File: src/rtl/wl_pkg.sv
package wl_pkg;
  localparam int unsigned LFSR_W     = 16;
  localparam logic [15:0] LFSR_SEED  = 16'hACE1;
  localparam logic [15:0] LFSR_TAPS  = 16'hB400; // bits 15,13,12,10
endpackage

File: src/rtl/wl_lfsr.sv
module wl_lfsr #(
  parameter int unsigned W = wl_pkg::LFSR_W,
  parameter logic [W-1:0] SEED = W'(wl_pkg::LFSR_SEED),
  parameter logic [W-1:0] TAPS = W'(wl_pkg::LFSR_TAPS)
) (
  input  logic         clk_i,
  input  logic         rst_ni,
  output logic [W-1:0] state_o
);
  logic [W-1:0] state_q;
  logic         fb;

  assign fb      = ^(state_q & TAPS);
  assign state_o = state_q;

  always_ff @(posedge clk_i or negedge rst_ni) begin
    if (!rst_ni) state_q <= SEED;
    else         state_q <= {state_q[W-2:0], fb};
  end

  p_lfsr_nonzero_r3: assert property (@(posedge clk_i) disable iff (!rst_ni)
    state_q != '0);
  p_lfsr_shift_r3: assert property (@(posedge clk_i) disable iff (!rst_ni)
    1'b1 |=> state_q[W-1:1] == $past(state_q[W-2:0]));
endmodule

File: src/rtl/wl_shift_file.sv
module wl_shift_file #(
  parameter int unsigned FRAMES  = 64,
  parameter int unsigned SHIFT_W = 4,
  localparam int unsigned IDX_W  = (FRAMES > 1) ? $clog2(FRAMES) : 1
) (
  input  logic               clk_i,
  input  logic               rst_ni,
  input  logic               wr_en_i,
  input  logic [IDX_W-1:0]   wr_idx_i,
  input  logic [SHIFT_W-1:0] wr_val_i,
  input  logic [IDX_W-1:0]   rd_idx_i,
  output logic [SHIFT_W-1:0] rd_val_o
);
  logic [SHIFT_W-1:0] mem_q [FRAMES];
  logic               fwd;

  for (genvar k = 0; k < FRAMES; k++) begin : g_entry
    always_ff @(posedge clk_i or negedge rst_ni) begin
      if (!rst_ni)                                      mem_q[k] <= '0;
      else if (wr_en_i && wr_idx_i == IDX_W'(k))        mem_q[k] <= wr_val_i;
    end

    p_hold_r4: assert property (@(posedge clk_i) disable iff (!rst_ni)
      !(wr_en_i && wr_idx_i == IDX_W'(k)) |=> $stable(mem_q[k]));
  end

  // same-cycle write forwarding toward the read port
  assign fwd      = wr_en_i && (wr_idx_i == rd_idx_i);
  assign rd_val_o = fwd ? wr_val_i : mem_q[rd_idx_i];

  p_capture_r5: assert property (@(posedge clk_i) disable iff (!rst_ni)
    wr_en_i |=> mem_q[$past(wr_idx_i)] == $past(wr_val_i));
endmodule

File: src/rtl/wl_rotate.sv
module wl_rotate #(
  parameter int unsigned LINE_W = 4
) (
  input  logic [LINE_W-1:0] line_i,
  input  logic [LINE_W-1:0] shift_i,
  output logic [LINE_W-1:0] slot_o
);
  // power-of-two line count: truncation is the modulo
  assign slot_o = line_i + shift_i;
endmodule

File: src/rtl/page_line_rotator.sv
module page_line_rotator #(
  parameter int unsigned FRAMES = 64,
  parameter int unsigned LINE_W = 4,
  localparam int unsigned FRAME_W = (FRAMES > 1) ? $clog2(FRAMES) : 1
) (
  input  logic               clk_i,
  input  logic               rst_ni,
  input  logic               alloc_i,
  input  logic [FRAME_W-1:0] alloc_frame_i,
  input  logic [FRAME_W-1:0] xlat_frame_i,
  input  logic [LINE_W-1:0]  xlat_line_i,
  output logic [LINE_W-1:0]  xlat_line_o
);
  logic [wl_pkg::LFSR_W-1:0] rnd;
  logic [LINE_W-1:0]         shift;

  wl_lfsr u_lfsr (
    .clk_i   (clk_i),
    .rst_ni  (rst_ni),
    .state_o (rnd)
  );

  wl_shift_file #(.FRAMES(FRAMES), .SHIFT_W(LINE_W)) u_file (
    .clk_i    (clk_i),
    .rst_ni   (rst_ni),
    .wr_en_i  (alloc_i),
    .wr_idx_i (alloc_frame_i),
    .wr_val_i (rnd[LINE_W-1:0]),
    .rd_idx_i (xlat_frame_i),
    .rd_val_o (shift)
  );

  wl_rotate #(.LINE_W(LINE_W)) u_rot (
    .line_i  (xlat_line_i),
    .shift_i (shift),
    .slot_o  (xlat_line_o)
  );

  // forwarded value must equal what was stored
  p_bypass_r6: assert property (@(posedge clk_i) disable iff (!rst_ni)
    (alloc_i && alloc_frame_i == xlat_frame_i) |=>
      (alloc_i || !$stable(xlat_frame_i) || !$stable(xlat_line_i) || $stable(xlat_line_o)));
endmodule

File: config.mk
export PLATFORM = sky130hd
export DESIGN_NAME = page_line_rotator
export DESIGN_NICKNAME = d
export VERILOG_FILES = /design/src/rtl/wl_pkg.sv /design/src/rtl/wl_lfsr.sv /design/src/rtl/wl_shift_file.sv /design/src/rtl/wl_rotate.sv /design/src/rtl/page_line_rotator.sv
export SDC_FILE = /design/constraint.sdc
export NUM_CORES = 1
export LEC_CHECK = 0
export CORE_UTILIZATION = 60
export CTS_CLUSTER_DIAMETER = 30
export DETAILED_ROUTE_END_ITERATION = 8
export PLACE_DENSITY_LB_ADDON = 0.08
export SLEW_MARGIN = 20
export SYNTH_ARGS = -nofsm -noshare
export SYNTH_HDL_FRONTEND = slang
export SYNTH_SLANG_ARGS = --single-unit
File: constraint.sdc
create_clock -name clk_i -period 5.82 [get_ports clk_i]
set_input_delay 1.455 -clock clk_i [delete_from_list [all_inputs] [get_ports clk_i]]
set_output_delay 1.455 -clock clk_i [all_outputs]
set_load 0.05 [all_outputs]
==> results.cfg, run 1 <==
[synthesis]
yosys.area.top_type = dfrtp_1
flip_flop_and_latch_count_after_synthesis = 272
ys_seq_area_frac = 0.557
synthCells = 960
synth_warnings = 0
yosys.area.top_type_share = 0.540
synth.top_cells.by_area = dfrtp_1, mux4_2, mux2_2
syn-cell-area_um2 = 12200
synthDistinctLibCells = 41
synth_edf_count = 0
share_of_synthesized_flip_flops_with_an_asynchronous_set_or_reset = 1.00
syn_nets = 983
synth_area_per_cell_um2 = 12.7
yosys_most_used_dff = dfrtp_1

[power]
power.static_leakage_uw = 0.00693
power.density_cell_area_nw_per_um2 = 342
power.ir.vdd_worst_uv = 252
total_power_uw = 5190

[sta]
final_setup_violation_count = 0
worst-slew-pin-transition_ns = 1.08
final.setup_skew_ns = 0.0375
setup-tns-final_ns = 0
period_share = 0.996
finalWorstPathRequiredPeriod_ns = 5.80
grt_setup_unrepaired = true
slew_viol_final = 0
finalHoldViolCount = 0
maxSlewHeadroom = 0.276
fmax_mhz = 172

[routing]
drt_pass1_iterations = 7
routed-via-count = 8357
drt.antenna.violating_nets = 0
route.detailed.wl_per_inst_um = 23.7
drt_iter0_drc = 783
via_per_inst = 6.19
detail_route.wirelength_um = 32000
remaining_drc_errors = 0

[floorplanning]
io_pins = 23
dieArea_um2 = 21000
core_um2 = 19700
die_height_um = 145
start_util = 0.620
fp.dieW_um = 145
floorplan.rows = 51

[run_status]
run_status = finished, final reports clean

[flow_run]
cap_violations = 0

[cells_and_area]
insertedDiodeCount = 0
fraction_of_final_layout_cells_with_drive_strength_greater_than_1 = 0.352
finalNetCount = 1068
fin_area_um2 = 15200
final_cell_mix = dfrtp_1, nand2_1, o21ai_0
mostFrequentLayoutCell = dfrtp_1
final_core_utilization = 0.770
syn2layout_area_growth_pct = 24.1

[clock_tree]
tritoncts_clock_tree = yes
clk-insertion-delay-late_ns = 0.55
worst_setup_hold_path_clk_slew_ns = 0.05
cts_max_path_buffers = 3
clock_tree.htree_level_count = 2
cts_made_buffers = 51
clock-sinks = 272
clk_root_buffer_cell = clkbuf_16

[placement]
gp_congestion = 0.856
dpl_cell_area_um2 = 13100
number_of_input_and_output_port_buffers_inserted = 22
dpl.hpwl_um = 20400

[global_routing]
gr-total-overflow = 0
wire_length_of_the_first_global_routing_pass_um = 50300
first_global_vias = 8951
largest_net_degree_at_the_start_of_global_routing = 132
grt_util_all_layers = 0.329
grt_antenna_before_repair = 0

[setup_path]
cp-start-kind = input pin
critical_path_class = input pin to output port
critPathCaptureType = output port
cp_data_arrival_time_ns = 4.34
critPathMaxFanout = 8
critical_path_required_ns = 4.37

[hold_path]
worst_hold_path_type = flop to flop
==> kinds of logic after synthesis <==
family	synth area share
AO/OA/AOI/OAI	0.0624
AND/OR/NAND/NOR	0.0853
flip-flops	0.557
multiplexers	0.261
buffers and inverters	0.0203
adder cells (fa/ha/maj)	0.00471
XOR/XNOR	0.00860
==> cell type report <==
| type | instances | area, um^2 |
|---|---|---|
| multi-input combinational | 629 | 5240 |
| clock inverter | 31 | 402 |
| sequential | 272 | 6820 |
| inverter | 3 | 11.3 |
| tap | 265 | 332 |
| clock buffer | 62 | 1390 |
| fill | 1094 | 4540 |
| timing repair buffer | 88 | 983 |
==> per-stage QoR <==
stage / setup slack (ns) / hold WS (ns) / instances
after floorplan: 0.000652 / 0.331 / 960
after global placement: -0.0977 / 0.341 / 1248
after detailed placement: -0.104 / 0.339 / 1248
after CTS: 0.0103 / 0.354 / 1344
after global routing: -0.0522 / 0.364 / 1350
final: 0.0213 / 0.346 / 1350
==> power by group <==
| part | internal (uW) | switching [uW] | total [uW] |
|---|---|---|---|
| clock | 2020 | 1000 | 3020 |
| sequential | 1900 | 3.09 | 1900 |
| combinational | 114 | 149 | 263 |
==> worst paths after layout <==
kind                                    from  depth (start not counted)  slack, ns                end
max in group asynchronous             rst_ni                          3       3.64  u_file.mem_q[166]
max                          xlat_frame_i[0]                         11       0.02     xlat_line_o[2]
max reg2reg                u_lfsr.state_o[0]                          4       3.85  u_file.mem_q[180]
min in group asynchronous             rst_ni                          1       0.78  u_file.mem_q[176]
min reg2reg                u_lfsr.state_o[8]                          0       0.35  u_lfsr.state_o[9]
min                        u_lfsr.state_o[8]                          0       0.35  u_lfsr.state_o[9]
==> state kept, by name, indices dropped and copies added, names as in the netlist <==
name and cells:
u_file.mem_q 256, u_lfsr.state_o 16
==> cell usage after synthesis (all sizes together), types with 2 or more instances <==
| cell type | number |
|---|---|
| a21oi | 5 |
| a31oi | 3 |
| and3 | 2 |
| buf | 16 |
| clkbuf | 40 |
| dfrtp | 264 |
| dfstp | 8 |
| ha | 3 |
| inv | 3 |
| mux2 | 131 |
| mux2i | 12 |
| mux4 | 71 |
| nand2 | 183 |
| nand2b | 6 |
| nand3 | 5 |
| nand3b | 5 |
| nand4 | 3 |
| nor2 | 30 |
| nor2b | 2 |
| nor3 | 6 |
| o2111ai | 2 |
| o21ai | 132 |
| or2 | 5 |
| xnor2 | 7 |
| xor2 | 5 |
==> per-layer routing <==
layer,track usage,up-vias,share of wire
li1,-,3632,-
met1,0.445,4279,0.42
met2,0.517,357,0.48
met3,0.0704,89,0.073
met4,0.145,0,0.034
met5,0,-,0
==> critical path, cell delays in order <==
cell     delay, ns
buf_16        0.13
buf_4         0.17
mux4_2        0.56
mux4_2        0.50
mux2_2        0.30
nand2_1       0.07
a31oi_1       0.08
ha_2          0.20
fa_1          0.45
xor2_2        0.24
buf_12        0.17
==> what timing repair did <==
item	4_1_cts	5_1_grt
endpoints found under the hold margin	0	0
hold buffers	0	0
pin swaps	3	6
setup buffers	0	4
endpoints found under the setup margin	2	2
gates resized for setup	14	16
cloned	3	1
Power figures use the tool's default switching activity.
==> run 2: changes to the inputs <==
--- a/config.mk
+++ b/config.mk
@@ -13,3 +13,4 @@
 export SYNTH_ARGS = -nofsm -noshare
 export SYNTH_HDL_FRONTEND = slang
 export SYNTH_SLANG_ARGS = --single-unit
+export TNS_END_PERCENT = 100
==> results of run 2 <==
No change in the layout: final DEF, timing and power equal those of run 1.
